File: config.mk
export PLATFORM = sky130hd
export DESIGN_NAME = plat_rst_seq
export DESIGN_NICKNAME = d
export VERILOG_FILES = /design/src/rtl/plat_rst_pkg.sv /design/src/rtl/prs_sync.sv /design/src/rtl/prs_pgood_filter.sv /design/src/rtl/prs_button.sv /design/src/rtl/plat_rst_seq.sv
export SDC_FILE = /design/constraint.sdc
export NUM_CORES = 1
export LEC_CHECK = 0
export ABC_AREA = 1
export BUFFER_PORTS_ARGS = -buffer_cell sky130_fd_sc_hd__buf_2
export CAP_MARGIN = 10
export CORE_MARGIN = 2
export CORE_UTILIZATION = 25
export CTS_BUF_LIST = sky130_fd_sc_hd__clkbuf_8
export CTS_CLUSTER_DIAMETER = 120
export DETAILED_ROUTE_END_ITERATION = 16
export PLACE_DENSITY = 0.4
export SLEW_MARGIN = 20
export SYNTH_ARGS = -nofsm -noshare
export SYNTH_HDL_FRONTEND = slang
export SYNTH_HIERARCHICAL = 1
export SYNTH_SLANG_ARGS = --single-unit
File: constraint.sdc
create_clock -name clk -period 4.65 [get_ports clk]
set_input_delay 0.93 -clock clk [delete_from_list [all_inputs] [get_ports clk]]
set_output_delay 0.93 -clock clk [all_outputs]
set_load 0.03 [all_outputs]
File: src/rtl/plat_rst_pkg.sv
package plat_rst_pkg;
  localparam int CAUSE_W   = 3;
  localparam int CAUSE_PWR = 0;
  localparam int CAUSE_SW  = 1;
  localparam int CAUSE_BTN = 2;
  typedef logic [CAUSE_W-1:0] cause_t;
  localparam cause_t CAUSE_COLD = cause_t'(1 << CAUSE_PWR);
endpackage

File: src/rtl/prs_sync.sv
module prs_sync #(
  parameter int   W       = 1,
  parameter int   STAGES  = 2,
  parameter logic RST_VAL = 1'b0
) (
  input  logic         clk,
  input  logic         rst_n,
  input  logic [W-1:0] d_a,
  output logic [W-1:0] q
);
  logic [W-1:0] stg [STAGES];

  for (genvar i = 0; i < STAGES; i++) begin : g_stage
    if (i == 0) begin : g_first
      always_ff @(posedge clk or negedge rst_n) begin
        if (!rst_n) stg[0] <= {W{RST_VAL}};
        else        stg[0] <= d_a;
      end
    end else begin : g_next
      always_ff @(posedge clk or negedge rst_n) begin
        if (!rst_n) stg[i] <= {W{RST_VAL}};
        else        stg[i] <= stg[i-1];
      end
    end
  end

  assign q = stg[STAGES-1];
endmodule

File: src/rtl/prs_pgood_filter.sv
module prs_pgood_filter #(
  parameter int LOW_TICKS = 3
) (
  input  logic clk,
  input  logic rst_n,
  input  logic main_ok_s,
  input  logic rtc_tick,
  output logic lost
);
  localparam int            LW      = $clog2(LOW_TICKS + 1);
  localparam logic [LW-1:0] LOW_MAX = LW'(LOW_TICKS);

  logic [LW-1:0] low_cnt;

  // Cold start counts as a confirmed loss until main power-good is seen high.
  always_ff @(posedge clk or negedge rst_n) begin
    if (!rst_n)                              low_cnt <= LOW_MAX;
    else if (main_ok_s)                      low_cnt <= '0;
    else if (rtc_tick && low_cnt != LOW_MAX) low_cnt <= low_cnt + 1'b1;
  end

  assign lost = !main_ok_s && (low_cnt == LOW_MAX);
endmodule

File: src/rtl/prs_button.sv
module prs_button #(
  parameter int DEB_CYC = 1600000,
  parameter int TMO_CYC = 2500000
) (
  input  logic clk,
  input  logic rst_n,
  input  logic btn_n_s,
  input  logic smbus_idle,
  output logic fire
);
  localparam int            DW       = $clog2(DEB_CYC + 1);
  localparam int            TW       = $clog2(TMO_CYC + 1);
  localparam logic [DW-1:0] DEB_LAST = DW'(DEB_CYC - 1);
  localparam logic [TW-1:0] TMO_LAST = TW'(TMO_CYC - 1);

  logic          deb_lvl;
  logic [DW-1:0] deb_cnt;
  logic          pending;
  logic [TW-1:0] tmo_cnt;
  logic          press;

  assign press = deb_lvl && !btn_n_s && (deb_cnt == DEB_LAST);
  assign fire  = pending && (smbus_idle || tmo_cnt == TMO_LAST);

  always_ff @(posedge clk or negedge rst_n) begin
    if (!rst_n) begin
      deb_lvl <= 1'b1;
      deb_cnt <= '0;
    end else if (btn_n_s == deb_lvl) begin
      deb_cnt <= '0;
    end else if (deb_cnt == DEB_LAST) begin
      deb_lvl <= btn_n_s;
      deb_cnt <= '0;
    end else begin
      deb_cnt <= deb_cnt + 1'b1;
    end
  end

  always_ff @(posedge clk or negedge rst_n) begin
    if (!rst_n) begin
      pending <= 1'b0;
      tmo_cnt <= '0;
    end else begin
      if (fire)         pending <= 1'b0;
      else if (pending) tmo_cnt <= tmo_cnt + 1'b1;
      if (press) begin
        pending <= 1'b1;
        tmo_cnt <= '0;
      end
    end
  end

  AST_FIRE_CLEARS: assert property (@(posedge clk) disable iff (!rst_n)
    (fire && !press) |=> !pending);
  AST_DEB_LEVEL_AGREES: assert property (@(posedge clk) disable iff (!rst_n)
    !$stable(deb_lvl) |-> (deb_lvl == $past(btn_n_s)));
endmodule

File: src/rtl/plat_rst_seq.sv
module plat_rst_seq
  import plat_rst_pkg::*;
#(
  parameter int HOLD_CYC  = 100000,
  parameter int LOW_TICKS = 3,
  parameter int DEB_CYC   = 1600000,
  parameter int TMO_CYC   = 2500000,
  parameter int WR_W      = 8,
  parameter int RST_BIT   = 2
) (
  input  logic              clk,
  input  logic              rst_n,
  input  logic              main_pwr_ok_a,
  input  logic              vreg_pwr_ok_a,
  input  logic              rtc_tick,
  input  logic              rstctl_wr,
  input  logic [WR_W-1:0]   rstctl_wdata,
  input  logic              sysrst_btn_n,
  input  logic              smbus_idle,
  output logic              plat_rst_n,
  output logic [CAUSE_W-1:0] rst_cause
);
  localparam int              CW        = $clog2(HOLD_CYC + 1);
  localparam logic [CW-1:0]   HOLD_LAST = CW'(HOLD_CYC - 1);
  localparam logic [WR_W-1:0] RST_MASK  = WR_W'(1) << RST_BIT;

  logic   main_s, vreg_s, btn_s;
  logic   lost, btn_fire, sw_req, any_req, pg_good;
  logic   rst_act;
  logic [CW-1:0] hold_cnt;
  cause_t cause_q, new_cause;

  prs_sync #(.W(2), .STAGES(2), .RST_VAL(1'b0)) u_pg_sync (
    .clk(clk), .rst_n(rst_n),
    .d_a({main_pwr_ok_a, vreg_pwr_ok_a}), .q({main_s, vreg_s})
  );

  prs_sync #(.W(1), .STAGES(2), .RST_VAL(1'b1)) u_btn_sync (
    .clk(clk), .rst_n(rst_n), .d_a(sysrst_btn_n), .q(btn_s)
  );

  prs_pgood_filter #(.LOW_TICKS(LOW_TICKS)) u_filter (
    .clk(clk), .rst_n(rst_n), .main_ok_s(main_s), .rtc_tick(rtc_tick), .lost(lost)
  );

  prs_button #(.DEB_CYC(DEB_CYC), .TMO_CYC(TMO_CYC)) u_button (
    .clk(clk), .rst_n(rst_n), .btn_n_s(btn_s), .smbus_idle(smbus_idle), .fire(btn_fire)
  );

  assign sw_req  = rstctl_wr && |(rstctl_wdata & RST_MASK);
  assign pg_good = main_s && vreg_s;

  always_comb begin
    new_cause            = '0;
    new_cause[CAUSE_PWR] = lost;
    new_cause[CAUSE_SW]  = sw_req;
    new_cause[CAUSE_BTN] = btn_fire;
  end
  assign any_req = |new_cause;

  always_ff @(posedge clk or negedge rst_n) begin
    if (!rst_n) begin
      rst_act  <= 1'b1;
      hold_cnt <= '0;
      cause_q  <= CAUSE_COLD;
    end else if (any_req) begin
      rst_act  <= 1'b1;
      hold_cnt <= '0;
      cause_q  <= rst_act ? (cause_q | new_cause) : new_cause;
    end else if (rst_act) begin
      if (!pg_good)                hold_cnt <= '0;
      else if (hold_cnt == HOLD_LAST) rst_act <= 1'b0;
      else                         hold_cnt <= hold_cnt + 1'b1;
    end
  end

  assign plat_rst_n = !rst_act;
  assign rst_cause  = cause_q;

  AST_NO_EARLY_RELEASE: assert property (@(posedge clk) disable iff (!rst_n)
    (rst_act && !pg_good) |=> !plat_rst_n);
  AST_MIN_HOLD: assert property (@(posedge clk) disable iff (!rst_n)
    $rose(plat_rst_n) |-> ($past(hold_cnt) == HOLD_LAST));
  AST_SW_ENTER: assert property (@(posedge clk) disable iff (!rst_n)
    sw_req |=> (!plat_rst_n && rst_cause[CAUSE_SW]));
  AST_LOSS_ENTER: assert property (@(posedge clk) disable iff (!rst_n)
    (lost && plat_rst_n) |=> (!plat_rst_n && rst_cause[CAUSE_PWR]));
  AST_RESTART: assert property (@(posedge clk) disable iff (!rst_n)
    (rst_act && any_req) |=> (hold_cnt == '0));
  AST_CAUSE_HELD: assert property (@(posedge clk) disable iff (!rst_n)
    (plat_rst_n && !any_req) |=> $stable(rst_cause));
endmodule

* Yosys cells after proc, flatten, opt, wreduce, memory -nomap -nowiden *
Index checks and enable logic that the tools add are counted.

word-level totals
  bits in registers = 74
  input port bits = 16

operators by class
  equality and inequality tests = 8
  $add $sub $neg = 4
  bitwise gates (word level) = 2
  mux-type cells = 18
  reduce and logical (&&, ||, !) cells = 19

operator list
  operator               number
  $mux 17                4
  $mux 22                3
  $mux 21                2
  $add 22x1->22 const B  1
  $eq 22x22->1 const B   1
  $add 21x1->21 const B  1
  $eq 21x21->1 const B   1
  $add 17x1->17 const B  1
  $eq 17x17->1 const B   1
  $reduce_bool 2->1      4
  $logic_and 1x1->1      7
  $mux 1                 6
  $reduce_and 2->1       3
  $mux 2                 2
  $logic_not 1->1        3
  $mux 3                 1
  $ne 3x3->1 const B     1
  $or 3x3->3             1
  $reduce_or 3->1        1
  $add 2x1->2 const B    1
  $eq 2x2->1 const B     1
  $ne 2x1->1 const B     1
  $ne 2x2->1 const B     1
  $eq 1x1->1             1
  other kinds (2)        2

* Logic depth before layout (Yosys ltp) *
  depth after elaboration = 6
  mapped depth = 13
  mapped depth without buffers = 13

* Modules after synthesis *
The synthesis kept the hierarchy.

modules (own cells, without submodules)
  module                 area an instance (µm²)  sequential area each (µm²)  cells each  times used
  prs_button             2909.0                  1127.3                      433         1
  plat_rst_seq           1316.3                  528.0                       185         1
  prs_pgood_filter       128.9                   52.6                        17          1
  prs_sync (u_pg_sync)   115.1                   100.1                       6           1
  prs_sync (u_btn_sync)  52.6                    52.6                        2           1

* Worst setup path after synthesis *
No wires, ideal clock.

  kind = reg-to-reg
  start point = register u_button.tmo_cnt[0]
  end point = register hold_cnt[12]
  arrival = 2093 ps
  library setup time = 65 ps
  cell stages (with the launch flop) = 14
  path slack = 2493 ps
  path buffers = 0
  cell sequence = dfrtp_1 > ha_1 > nand3_1 > nor3_1 > nand3_1 > a21boi_0 > nor2_2 > nand2_1 > nor2_1 > inv_2 > nand3_2 > inv_2 > nand2_1 > nand2_1

between the ends
  word-level cells in the longest chain between the ends = 6
  elaborated cells between the ends (all ways) = 8
  classes of those cells = 2 x eq/ne; 1 x mux; 5 x reduce/logical

RTL lines
  what                                                       line                text
  start, declared                                            prs_button.sv:19    logic [TW-1:0] tmo_cnt;
  start signal, assigned                                     prs_button.sv:45    else if (pending) tmo_cnt <= tmo_cnt + 1'b1;
  $eq 22x22->1 *                                             prs_button.sv:23    assign fire = pending && (smbus_idle || tmo_cnt == TMO_LAST);
  $logic_or 1x1->1 *                                         prs_button.sv:23
  $logic_and 1x1->1 *                                        prs_button.sv:23
  named net btn_fire                                         plat_rst_seq.sv:28  logic lost, btn_fire, sw_req, any_req, pg_good;
  $reduce_or 3->1 *                                          plat_rst_seq.sv:59  assign any_req = |new_cause;
  $ne 3x3->1 (no line) or $reduce_bool 2->1 (tied branches)  n/a
  $reduce_and 2->1 (no line)                                 n/a
  end signal, assigned                                       plat_rst_seq.sv:73  else hold_cnt <= hold_cnt + 1'b1;
  end, declared                                              plat_rst_seq.sv:30  logic [CW-1:0] hold_cnt;

The timed path passes the listed nets; every way through them passes the cells marked *.
A chain may end at the register's enable or synchronous reset.

* Worst setup path in the final report *
  start point = register u_button.tmo_cnt[0]
  end point = register hold_cnt[14]

Same word-level chain as after synthesis.

==> impl_metrics.env <==
export IMPL_holdWs_ps=360
export IMPL_maxCapViolCount=0
export IMPL_cts_buffers_inserted=9
export IMPL_hold_path_class="reg2reg"
export IMPL_root_buffer="clkbuf_8"
export IMPL_synthSimpleGateAreaFrac_pct=42.1
export IMPL_cp_cell_sequence="ha_1 > nand3_1 > nor3_1 > nand3_1 > a21boi_0 > nor2_2 > nand2_1 > nor2_1 > inv_2 > nand3_2 > inv_2 > nand2_1 > nand2_1"
export IMPL_synth_top_family_by_area="simple AND/OR/NAND/NOR gates"
export IMPL_cp_required_ps=4950
export IMPL_whs_endpoint="u_pg_sync/q[0]$_DFF_PN0_"
export IMPL_max_stage_delay_ps=500
export IMPL_num_vias=3848
export IMPL_cts_hold_buffers=0
export IMPL_ys_seq_area_share_pct=41.1
export IMPL_crit_type="reg2reg"
export IMPL_post_cts_buffers=0
export IMPL_grt_overflow_total=0
export IMPL_grt_antenna_before_repair=0
export IMPL_drcViolationCount=0
export IMPL_crit_buf_inv=2
export IMPL_reg2regPathDepth=13
export IMPL_drt_iter0_drc=188
export IMPL_nets=674
export IMPL_grt_pass1_wl_mm=18.6
export IMPL_start_util_pct=25.3
export IMPL_end_kind="flip-flop"
export IMPL_cp_top_family="simple AND/OR/NAND/NOR gates"
export IMPL_finalHoldViolations=0
export IMPL_pin_count=20
export IMPL_drive_above_1_share_pct=10.2
export IMPL_ys_seq_elements=74
export IMPL_r2r_end="hold_cnt[14]$_DFFE_PN0P_"
export IMPL_cts_sinks=74
export IMPL_path_clk_slew_ps=70
export IMPL_die_area_um2=19200
export IMPL_clockBufferDepth=2
export IMPL_htreeDepth=3
export IMPL_max_slew_margin_rel_pct=52.0
export IMPL_cts_tree="done"
export IMPL_die_y_um=138
export IMPL_finClkSkew_ps=19.1
export IMPL_status="finished clean"
export IMPL_cts_resized=0
export IMPL_place_gp_congestion=0.796
export IMPL_synth_top_area_cell="dfrtp_1"
export IMPL_drtAntennaViolNets=0
export IMPL_area_growth_pct=9.96
export IMPL_synthCells=643
export IMPL_cpMostUsedCell="nand2_1"
export IMPL_grt_pass1_vias=3776
export IMPL_fmax_mhz=363
export IMPL_ys_warn_count=6
export IMPL_die_w_um=138
export IMPL_synth_compound_area_share_pct=3.32
export IMPL_startpoint_type="flip-flop"
export IMPL_synth_adder_area_share_pct=1.38
export IMPL_critPathMaxFanout=10
export IMPL_avgSynthCellArea_um2=7.03
export IMPL_synthMuxAreaShare_pct=0
export IMPL_syn_nets=664
export IMPL_cp_arrival_ps=3060
export IMPL_power_density_nw_per_um2=256
export IMPL_ys_types=33
export IMPL_cp_depth=13
export IMPL_fin_tns_setup_ps=0
export IMPL_synth_edf_count=0
export IMPL_dp_hpwl_mm=7.38
export IMPL_core_um2=17800
export IMPL_worst_slew_pin_slew_ps=720
export IMPL_async_reset_ff_share_pct=100
export IMPL_whs_path_depth=0
export IMPL_synthTopCellsByArea="dfrtp_1, nand2_1, nor2_1, nand3_1, inv_1"
export IMPL_setup_viol=0
export IMPL_syn_area_um2=4520
export IMPL_r2r_start="u_button/tmo_cnt[0]$_DFFE_PN0P_"
export IMPL_wire_per_inst_um=12.0
export IMPL_yosys_top_cells_count="nand2_1, nor2_1, dfrtp_1"
export IMPL_via_per_inst=4.34
export IMPL_rsz0062_at_grt="false"
export IMPL_synth_top_area_share_pct=37.1
export IMPL_grt_max_degree=75
export IMPL_clk_latency_ps=370
export IMPL_grtUsageTotal_pct=11.8
export IMPL_leakage_nw=2.21
export IMPL_min_period_ps=2760
export IMPL_ir_worst_vdd_v=0.000205
export IMPL_synth_xor_area_share_pct=4.84
export IMPL_drt_wl_total_mm=10.6
export IMPL_firstDrtPassIters=4
export IMPL_synth_ff_type="dfrtp_1"
export IMPL_io_buffers=12
export IMPL_reg2reg_slack_ps=1890
export IMPL_maxSlewViolCount=0
export IMPL_min_from="u_pg_sync/stg[2]$_DFF_PN0_"
export IMPL_n_antenna_cell=0
export IMPL_finalCritPeriodShare_pct=59.3
export IMPL_yosysMostFrequentCell="nand2_1"
export IMPL_cp_slowest_cell="dfrtp_1"
export IMPL_rows=49
worst register-to-register path, cell delays in order, from the launching register on:
cell	delay, ps
dfrtp_1	500
ha_1	360
nand3_1	230
nor3_1	180
nand3_1	160
a21boi_0	290
nor2_2	80
nand2_1	150
nor2_1	70
inv_2	100
nand3_2	240
inv_2	210
nand2_1	80
nand2_1	60
power by group:
group	internal [W]	switching [W]
combinational	0.0000228	0.0000525
sequential	0.000663	0.0000136
clock	0.000272	0.000248
metal layers:
metal	global-route usage [%]	up-vias	part of all wire [%]
li1	-	2022	-
met1	15.2	1778	50
met2	19.5	37	46
met3	3.01	11	2.9
met4	3.44	0	1.3
met5	0	-	0
cell families (layout without fill, tap and decap cells):
kind of cell             Yosys count  count (layout)
flip-flops                        74              74
AND/OR/NAND/NOR                  441             441
adder cells (fa/ha/maj)            5               5
XOR/XNOR                          25              25
AO/OA/AOI/OAI                     25              25
buffers and inverters             73              88
registers in the layout, indices dropped and copies added (netlist names):
register / cells
u_filter/low_cnt: 2
hold_cnt: 17
u_pg_sync/q: 2
u_button/tmo_cnt: 22
u_button/deb_lvl: 1
u_pg_sync/stg: 2
u_btn_sync/stg: 1
u_button/pending: 1
rst_act: 1
rst_cause: 3
u_btn_sync/q: 1
u_button/deb_cnt: 21
placed cells by master (no fill, tap or decap), types with 4 or more instances in the layout:
cell type / n
nand2_1: 222
nor2_1: 108
dfrtp_1: 67
inv_1: 57
nand3_1: 55
xor2_1: 19
nor3_1: 18
o21ai_0: 11
clkbuf_8: 11
buf_2: 11
nand4_1: 8
nand3_2: 7
dfstp_2: 7
nand2_2: 6
nor2_2: 6
xnor2_1: 6
inv_2: 5
a21oi_1: 5
ha_1: 5
o21bai_1: 4
per-stage QoR:
step | total power, W | instances | area, µm² | setup slack, ps | util [%]
after floorplan | 0.000734 | 643 | 4520 | 2490 | -
after global placement | 0.000765 | 871 | 4770 | 1920 | 26.7
after detailed placement | 0.000768 | 871 | 4770 | 1870 | 26.7
after CTS | 0.00131 | 887 | 4970 | 1850 | 27.8
after global routing | 0.00135 | 887 | 4970 | 1590 | 27.9
final | 0.00127 | 887 | 4970 | 1890 | 27.9
how the worst max path moves through the flow:
stage / to / startpoint
after floorplan: hold_cnt[12]$_DFFE_PN0P_ / u_button/tmo_cnt[0]$_DFFE_PN0P_
after global placement: hold_cnt[14]$_DFFE_PN0P_ / u_button/tmo_cnt[0]$_DFFE_PN0P_
after detailed placement: hold_cnt[13]$_DFFE_PN0P_ / u_button/tmo_cnt[0]$_DFFE_PN0P_
after CTS: hold_cnt[14]$_DFFE_PN0P_ / u_button/tmo_cnt[0]$_DFFE_PN0P_
after global routing: hold_cnt[13]$_DFFE_PN0P_ / u_button/tmo_cnt[0]$_DFFE_PN0P_
final: hold_cnt[14]$_DFFE_PN0P_ / u_button/tmo_cnt[0]$_DFFE_PN0P_
layout make-up:
class | instances | area, µm²
Clock buffer | 11 | 151
Fill cell | 1979 | 12900
Multi-Input combinational cell | 496 | 2330
Timing Repair Buffer | 12 | 66.3
Clock inverter | 5 | 47.5
Inverter | 60 | 225
Tap cell | 229 | 287
Sequential cell | 74 | 1860
No activity file was read; power rests on OpenSTA's default activity.
